===== src/rtl/pwrbus_pkg.sv =====
package pwrbus_pkg;

    localparam int DATA_W    = 32;
    localparam int IDX_W     = 2;
    localparam int SADDR_W   = 8;
    localparam int OFF_W     = 12;

    localparam int START_BIT = 31;
    localparam int TMO_BIT   = 30;
    localparam int SERR_BIT  = 29;
    localparam int BUSY_BIT  = 28;
    localparam int OP_BIT    = 20;
    localparam int SADDR_LSB = 12;

    localparam logic [IDX_W-1:0] IDX_CTRL  = 2'd0;
    localparam logic [IDX_W-1:0] IDX_WDATA = 2'd1;
    localparam logic [IDX_W-1:0] IDX_TMO   = 2'd2;
    localparam logic [IDX_W-1:0] IDX_RDATA = 2'd3;

    typedef enum logic [1:0] {
        SEQ_IDLE  = 2'd0,
        SEQ_ISSUE = 2'd1,
        SEQ_WAIT  = 2'd2
    } seq_state_t;

    typedef struct packed {
        logic               wr;
        logic [SADDR_W-1:0] saddr;
        logic [OFF_W-1:0]   off;
    } cmd_t;

endpackage


===== src/rtl/pwrbus_timer.sv =====
module pwrbus_timer #(
    parameter int TMO_W = 16
) (
    input  logic             clk,
    input  logic             rst_n,
    input  logic             load,
    input  logic [TMO_W-1:0] load_val,
    input  logic             run,
    output logic             expired
);
    logic [TMO_W-1:0] cnt_q;

    always_ff @(posedge clk or negedge rst_n) begin
        if (!rst_n) begin
            cnt_q <= '0;
        end else if (load) begin
            cnt_q <= load_val;
        end else if (run && (cnt_q != '0)) begin
            cnt_q <= cnt_q - 1'b1;
        end
    end

    assign expired = (cnt_q == '0);
endmodule


===== src/rtl/pwrbus_seq.sv =====
module pwrbus_seq
    import pwrbus_pkg::*;
(
    input  logic clk,
    input  logic rst_n,
    input  logic launch,
    input  logic sl_ack,
    input  logic sl_err,
    input  logic tmr_expired,
    output logic tmr_load,
    output logic tmr_run,
    output logic sl_req,
    output logic busy,
    output logic done_ok,
    output logic done_err,
    output logic done_tmo
);
    seq_state_t state_q, state_d;

    always_ff @(posedge clk or negedge rst_n) begin
        if (!rst_n) begin
            state_q <= SEQ_IDLE;
        end else begin
            state_q <= state_d;
        end
    end

    always_comb begin
        state_d  = state_q;
        tmr_load = 1'b0;
        tmr_run  = 1'b0;
        sl_req   = 1'b0;
        done_ok  = 1'b0;
        done_err = 1'b0;
        done_tmo = 1'b0;
        unique case (state_q)
            SEQ_IDLE: begin
                if (launch) begin
                    tmr_load = 1'b1;
                    state_d  = SEQ_ISSUE;
                end
            end
            SEQ_ISSUE: begin
                sl_req  = 1'b1;
                state_d = SEQ_WAIT;
            end
            SEQ_WAIT: begin
                tmr_run = 1'b1;
                if (sl_err) begin
                    done_err = 1'b1;
                    state_d  = SEQ_IDLE;
                end else if (sl_ack) begin
                    done_ok = 1'b1;
                    state_d = SEQ_IDLE;
                end else if (tmr_expired) begin
                    done_tmo = 1'b1;
                    state_d  = SEQ_IDLE;
                end
            end
            default: state_d = SEQ_IDLE;
        endcase
    end

    assign busy = (state_q != SEQ_IDLE);
endmodule


===== src/rtl/pwrbus_regs.sv =====
module pwrbus_regs
    import pwrbus_pkg::*;
#(
    parameter int          TMO_W     = 16,
    parameter int unsigned TMO_RESET = 1000
) (
    input  logic              clk,
    input  logic              rst_n,
    input  logic              cpu_sel,
    input  logic              cpu_wr,
    input  logic [IDX_W-1:0]  cpu_widx,
    input  logic [DATA_W-1:0] cpu_wdata,
    output logic [DATA_W-1:0] cpu_rdata,
    input  logic              busy,
    input  logic              done_ok,
    input  logic              done_err,
    input  logic              done_tmo,
    input  logic [DATA_W-1:0] sl_rdata,
    output logic              launch,
    output cmd_t              cmd,
    output logic [DATA_W-1:0] wdata_q,
    output logic [TMO_W-1:0]  tmo_q,
    output logic              flag_tmo,
    output logic              flag_serr
);
    logic [DATA_W-1:0] rd_q;
    logic              wr_any;
    logic              ctrl_wr_en;
    logic [DATA_W-1:0] ctrl_word;

    assign wr_any     = cpu_sel && cpu_wr;
    assign ctrl_wr_en = wr_any && (cpu_widx == IDX_CTRL) && !busy;
    assign launch     = ctrl_wr_en && cpu_wdata[START_BIT];

    always_ff @(posedge clk or negedge rst_n) begin
        if (!rst_n) begin
            cmd       <= '0;
            wdata_q   <= '0;
            tmo_q     <= TMO_W'(TMO_RESET);
            rd_q      <= '0;
            flag_tmo  <= 1'b0;
            flag_serr <= 1'b0;
        end else begin
            if (ctrl_wr_en) begin
                cmd.wr    <= cpu_wdata[OP_BIT];
                cmd.saddr <= cpu_wdata[SADDR_LSB +: SADDR_W];
                cmd.off   <= cpu_wdata[OFF_W-1:0];
            end
            if (launch) begin
                flag_tmo  <= 1'b0;
                flag_serr <= 1'b0;
            end
            if (done_err) begin
                flag_serr <= 1'b1;
            end
            if (done_tmo) begin
                flag_tmo <= 1'b1;
            end
            if (done_ok && !cmd.wr) begin
                rd_q <= sl_rdata;
            end
            if (wr_any && (cpu_widx == IDX_WDATA)) begin
                wdata_q <= cpu_wdata;
            end
            if (wr_any && (cpu_widx == IDX_TMO)) begin
                tmo_q <= cpu_wdata[TMO_W-1:0];
            end
        end
    end

    always_comb begin
        ctrl_word                          = '0;
        ctrl_word[START_BIT]               = busy;
        ctrl_word[TMO_BIT]                 = flag_tmo;
        ctrl_word[SERR_BIT]                = flag_serr;
        ctrl_word[BUSY_BIT]                = busy;
        ctrl_word[OP_BIT]                  = cmd.wr;
        ctrl_word[SADDR_LSB +: SADDR_W]    = cmd.saddr;
        ctrl_word[OFF_W-1:0]               = cmd.off;
    end

    always_comb begin
        unique case (cpu_widx)
            IDX_CTRL:  cpu_rdata = ctrl_word;
            IDX_WDATA: cpu_rdata = wdata_q;
            IDX_TMO:   cpu_rdata = DATA_W'(tmo_q);
            IDX_RDATA: cpu_rdata = rd_q;
            default:   cpu_rdata = '0;
        endcase
    end
endmodule


===== src/rtl/pwrbus_master.sv =====
module pwrbus_master
    import pwrbus_pkg::*;
#(
    parameter int          TMO_W     = 16,
    parameter int unsigned TMO_RESET = 1000
) (
    input  logic                clk,
    input  logic                rst_n,
    input  logic                cpu_sel,
    input  logic                cpu_wr,
    input  logic [IDX_W-1:0]    cpu_widx,
    input  logic [DATA_W-1:0]   cpu_wdata,
    output logic [DATA_W-1:0]   cpu_rdata,
    output logic                sl_req,
    output logic                sl_write,
    output logic [SADDR_W-1:0]  sl_addr,
    output logic [OFF_W-1:0]    sl_off,
    output logic [DATA_W-1:0]   sl_wdata,
    input  logic                sl_ack,
    input  logic                sl_err,
    input  logic [DATA_W-1:0]   sl_rdata
);
    logic             launch;
    logic             busy;
    logic             done_ok;
    logic             done_err;
    logic             done_tmo;
    logic             tmr_load;
    logic             tmr_run;
    logic             tmr_expired;
    logic             flag_tmo;
    logic             flag_serr;
    cmd_t             cmd;
    logic [TMO_W-1:0] tmo_q;
    logic [DATA_W-1:0] wdata_q;

    pwrbus_regs #(
        .TMO_W     (TMO_W),
        .TMO_RESET (TMO_RESET)
    ) u_regs (
        .clk       (clk),
        .rst_n     (rst_n),
        .cpu_sel   (cpu_sel),
        .cpu_wr    (cpu_wr),
        .cpu_widx  (cpu_widx),
        .cpu_wdata (cpu_wdata),
        .cpu_rdata (cpu_rdata),
        .busy      (busy),
        .done_ok   (done_ok),
        .done_err  (done_err),
        .done_tmo  (done_tmo),
        .sl_rdata  (sl_rdata),
        .launch    (launch),
        .cmd       (cmd),
        .wdata_q   (wdata_q),
        .tmo_q     (tmo_q),
        .flag_tmo  (flag_tmo),
        .flag_serr (flag_serr)
    );

    pwrbus_seq u_seq (
        .clk         (clk),
        .rst_n       (rst_n),
        .launch      (launch),
        .sl_ack      (sl_ack),
        .sl_err      (sl_err),
        .tmr_expired (tmr_expired),
        .tmr_load    (tmr_load),
        .tmr_run     (tmr_run),
        .sl_req      (sl_req),
        .busy        (busy),
        .done_ok     (done_ok),
        .done_err    (done_err),
        .done_tmo    (done_tmo)
    );

    pwrbus_timer #(
        .TMO_W (TMO_W)
    ) u_timer (
        .clk      (clk),
        .rst_n    (rst_n),
        .load     (tmr_load),
        .load_val (tmo_q),
        .run      (tmr_run),
        .expired  (tmr_expired)
    );

    assign sl_write = cmd.wr;
    assign sl_addr  = cmd.saddr;
    assign sl_off   = cmd.off;
    assign sl_wdata = wdata_q;
endmodule


===== config.mk =====
export PLATFORM = sky130hd
export DESIGN_NAME = pwrbus_master
export DESIGN_NICKNAME = d
export VERILOG_FILES = /design/src/rtl/pwrbus_pkg.sv /design/src/rtl/pwrbus_timer.sv /design/src/rtl/pwrbus_seq.sv /design/src/rtl/pwrbus_regs.sv /design/src/rtl/pwrbus_master.sv
export SDC_FILE = /design/constraint.sdc
export NUM_CORES = 1
export LEC_CHECK = 0
export BUFFER_PORTS_ARGS = -buffer_cell sky130_fd_sc_hd__buf_2
export CORE_MARGIN = 2
export CORE_UTILIZATION = 54
export CTS_BUF_LIST = sky130_fd_sc_hd__clkbuf_4 sky130_fd_sc_hd__clkbuf_8
export DETAILED_ROUTE_END_ITERATION = 6
export GPL_TIMING_DRIVEN = 0
export PLACE_DENSITY = 0.91
export SLEW_MARGIN = 20
export SYNTH_ARGS = -nofsm -noshare
export SYNTH_HDL_FRONTEND = slang
export SYNTH_SLANG_ARGS = --single-unit

===== constraint.sdc =====
create_clock -name clk -period 2.2 [get_ports clk]
set_input_delay 0.22 -clock clk [delete_from_list [all_inputs] [get_ports clk]]
set_output_delay 0.22 -clock clk [all_outputs]
set_load 0.1 [all_outputs]

==> results_dict.tcl <==
set metrics [dict create \
    syn_nets 486 \
    synthCells 413 \
    ant_nets 0 \
    drv_cap 0 \
    slew_headroom_pct 45.6 \
    hold_viol_final 0 \
    fin_crit_sh_pct 99.6 \
    crit_fanout 7 \
    rsz0062_at_grt "true" \
    nets 668 \
    synth_xor_area_share_pct 0 \
    die_x_um 106 \
    leakage_uw 0.00338 \
    holdWs_ns 0.0118 \
    report.final.slew_viol_count 0 \
    port_buffers 156 \
    clk_pin_slew_ns 0.07 \
    htreeDepth 4 \
    cts_tree "done" \
    layoutNonFillerInstCount 743 \
    synth.area.mux_share_pct 29.3 \
    synth_compound_area_share_pct 4.98 \
    peakVddDrop_v 0.00117 \
    ys_warn_count 0 \
    worst_pin_slew_ns 0.816 \
    cp-start-kind "flop" \
    holdCritPathClass "input port to flop" \
    synth_most_common_cell "dfrtp_1" \
    finalSetupViolCount 0 \
    grt_overflow 0 \
    synthAdderAreaFrac_pct 0.222 \
    vias 4349 \
    routedWlPerCell_um 20.1 \
    start_util_pct 55.0 \
    yosys.area.top_type "dfrtp_1" \
    synth.distinct_cells 44 \
    powerDensity_nw_per_um2 1290 \
    grt_util_all_layers_pct 27.3 \
    drtIter0Drc 366 \
    place_congestion 0.862 \
    cp.required_ns 2.55 \
    crit_arrival_ns 2.54 \
    criticalPathCategory "flop to flop" \
    rows 37 \
    fmax_ghz 0.457 \
    antenna-diode-count 0 \
    syn_area_per_cell_um2 13.6 \
    synthFlopType "dfrtp_1" \
    drtPass1Iterations 5 \
    ys_top_cells_by_count "115 x dfrtp_1, 102 x mux2_2, 17 x nor2_1, 16 x mux4_2, 16 x o21ai_0" \
    grt_pass1_vias 4563 \
    finClkSkew_ns 0.0101 \
    grt_pass1_wl_um 23500 \
    dieArea_um2 11300 \
    syn2layout_area_growth_pct 27.8 \
    io_pins 158 \
    drive_gt1_share_pct 58.6 \
    synth_top_family_by_area "multiplexers" \
    synthArstFlopShare_pct 100 \
    routed_wl_um 14900 \
    cts_buffers 17 \
    ys_ff_latch 121 \
    dieHeight_um 106 \
    preCtsSetupSlack_ns -0.323 \
    root_buffer "clkbuf_8" \
    netlist_area_um2 5630 \
    ff2ff_setup_slack_ns 0.01 \
    clk_latency_ns 0.44 \
    end_kind "flop" \
    dp_hpwl_um 10200 \
    ff_latch_area_um2 3040 \
    multi_input_area_um2 2550 \
    dp_cells 706 \
    max-clock-path-buffers 2 \
    synth_area_leaders "dfrtp_1 51%, mux2_2 20%, mux4_2 6.4%" \
    ys_seq_area_share_pct 53.9 \
    status "finished, final reports clean" \
    nFillCells 669 \
    synth_edf_count 0 \
    grt_max_degree 77 \
    core_um2 10200 \
    yosysTopAreaCellShare_pct 51.1 \
    drc_errors 0 \
    period_needed_ns 2.19 \
    antenna_found_initial 0 \
    final_util_pct 70.3 \
    clock_sinks 121 \
    yosys.area_share.simple_pct 9.27 \
    routed_via_density 5.85 \
    setup_ws_ns 0.00957 \
]
[kinds of logic (layout without fill, tap and decap cells)]
logic type / count (synthesis) / after routing
buffers and inverters: 27 / 221
AOI/OAI and AO/OA: 44 / 44
muxes: 132 / 132
adders and majority gates: 1 / 1
DFF: 121 / 121
and+or+nand+nor: 88 / 88
[worst max-delay path, stage by stage, from the launching register on]
cell      delay (ns)
dfrtp_1         0.44
or4_4           0.53
buf_6           0.16
a311oi_2        0.31
or4b_1          0.47
a31oi_1         0.19
[what timing repair did]
item                                   in CTS  in global routing
setup endpoints to repair                  35                 18
pin swaps                                   0                  1
hold buffers                                5                  0
endpoints found under the hold margin      46                  0
setup buffers                               0                  1
resized for setup                           5                  6
[flip-flops by register name, summed over array words and instances (netlist names)]
signal and count:
u_regs.cmd 21, u_regs.flag_serr 1, u_regs.tmo_q 16, u_regs.wdata_q 32, u_regs.rd_q 32, u_seq.state_q 2, u_timer.cnt_q 16, u_regs.flag_tmo 1
[layout by cell type (no fill, tap or decap), types with 3 or more instances in the layout]
cell / count
o31ai_1: 3
nor2b_2: 7
o21ai_2: 8
clkbuf_1: 11
a21oi_1: 4
mux2_2: 102
a31oi_1: 12
clkbuf_8: 21
clkbuf_4: 3
nor3_1: 3
buf_6: 3
nand4b_1: 4
clkbuf_2: 4
mux2i_1: 14
dfstp_2: 6
clkinv_2: 3
nand3_1: 4
nor2_1: 17
buf_2: 157
or4_1: 5
bufinv_16: 3
nand2_1: 14
o21ai_0: 8
or3_1: 5
inv_1: 4
dfrtp_1: 115
or2_2: 3
dlygate4sd3_1: 5
mux4_2: 16
[cell type report]
class | instances | share of cell area (%)
Inverter | 4 | 0.209
Sequential cell | 121 | 42.2
Multi-Input combinational cell | 265 | 35.5
Clock inverter | 8 | 1.67
Tap cell | 136 | 2.37
Timing Repair Buffer | 163 | 12.1
Buffer | 23 | 1.69
Clock buffer | 23 | 4.23
[per-stage QoR]
stage | total power, uW | TNS (ns) | area [um2]
3_5_place_dp | 7110 | -7.94 | 6670
5_1_grt | 9580 | -0.166 | 7190
4_1_cts | 9270 | 0 | 7160
3_3_place_gp | 7000 | -59.99 | 6640
6_report | 9270 | 0 | 7190
2_1_floorplan | 6420 | -0.0147 | 5690
[report_power, final]
| group | switching, uW | internal, uW | total (uW) |
|---|---|---|---|
| combinational | 3100 | 860 | 3960 |
| clock | 886 | 1260 | 2140 |
| sequential | 431 | 2740 | 3170 |
| total | 4420 | 4860 | 9270 |
[final timing paths]
path / endpoint / start / cells after the start
worst max-delay path: u_timer.cnt_q[13]$_DFFE_PN0P_ / u_timer.cnt_q[8]$_DFFE_PN0P_ / 5
worst min-delay path: u_regs.rd_q[4]$_DFFE_PN0P_ / sl_rdata[4] / 2
worst max register to register: u_timer.cnt_q[13]$_DFFE_PN0P_ / u_timer.cnt_q[8]$_DFFE_PN0P_ / 5
worst min register to register: u_regs.rd_q[6]$_DFFE_PN0P_ / u_regs.rd_q[6]$_DFFE_PN0P_ / 1
max in group asynchronous: u_regs.wdata_q[25]$_DFFE_PN0P_ / rst_n / 3
min in group asynchronous: u_regs.rd_q[8]$_DFFE_PN0P_ / rst_n / 2
[per-layer routing]
layer	track usage [%]	wire length [um]	up-vias
met4	11.7	402	0
met2	45.2	7310	232
met5	0	0	-
met1	32.9	5870	2160
met3	8.89	1340	36
li1	-	-	1921
(Power assumes the default switching activity.)
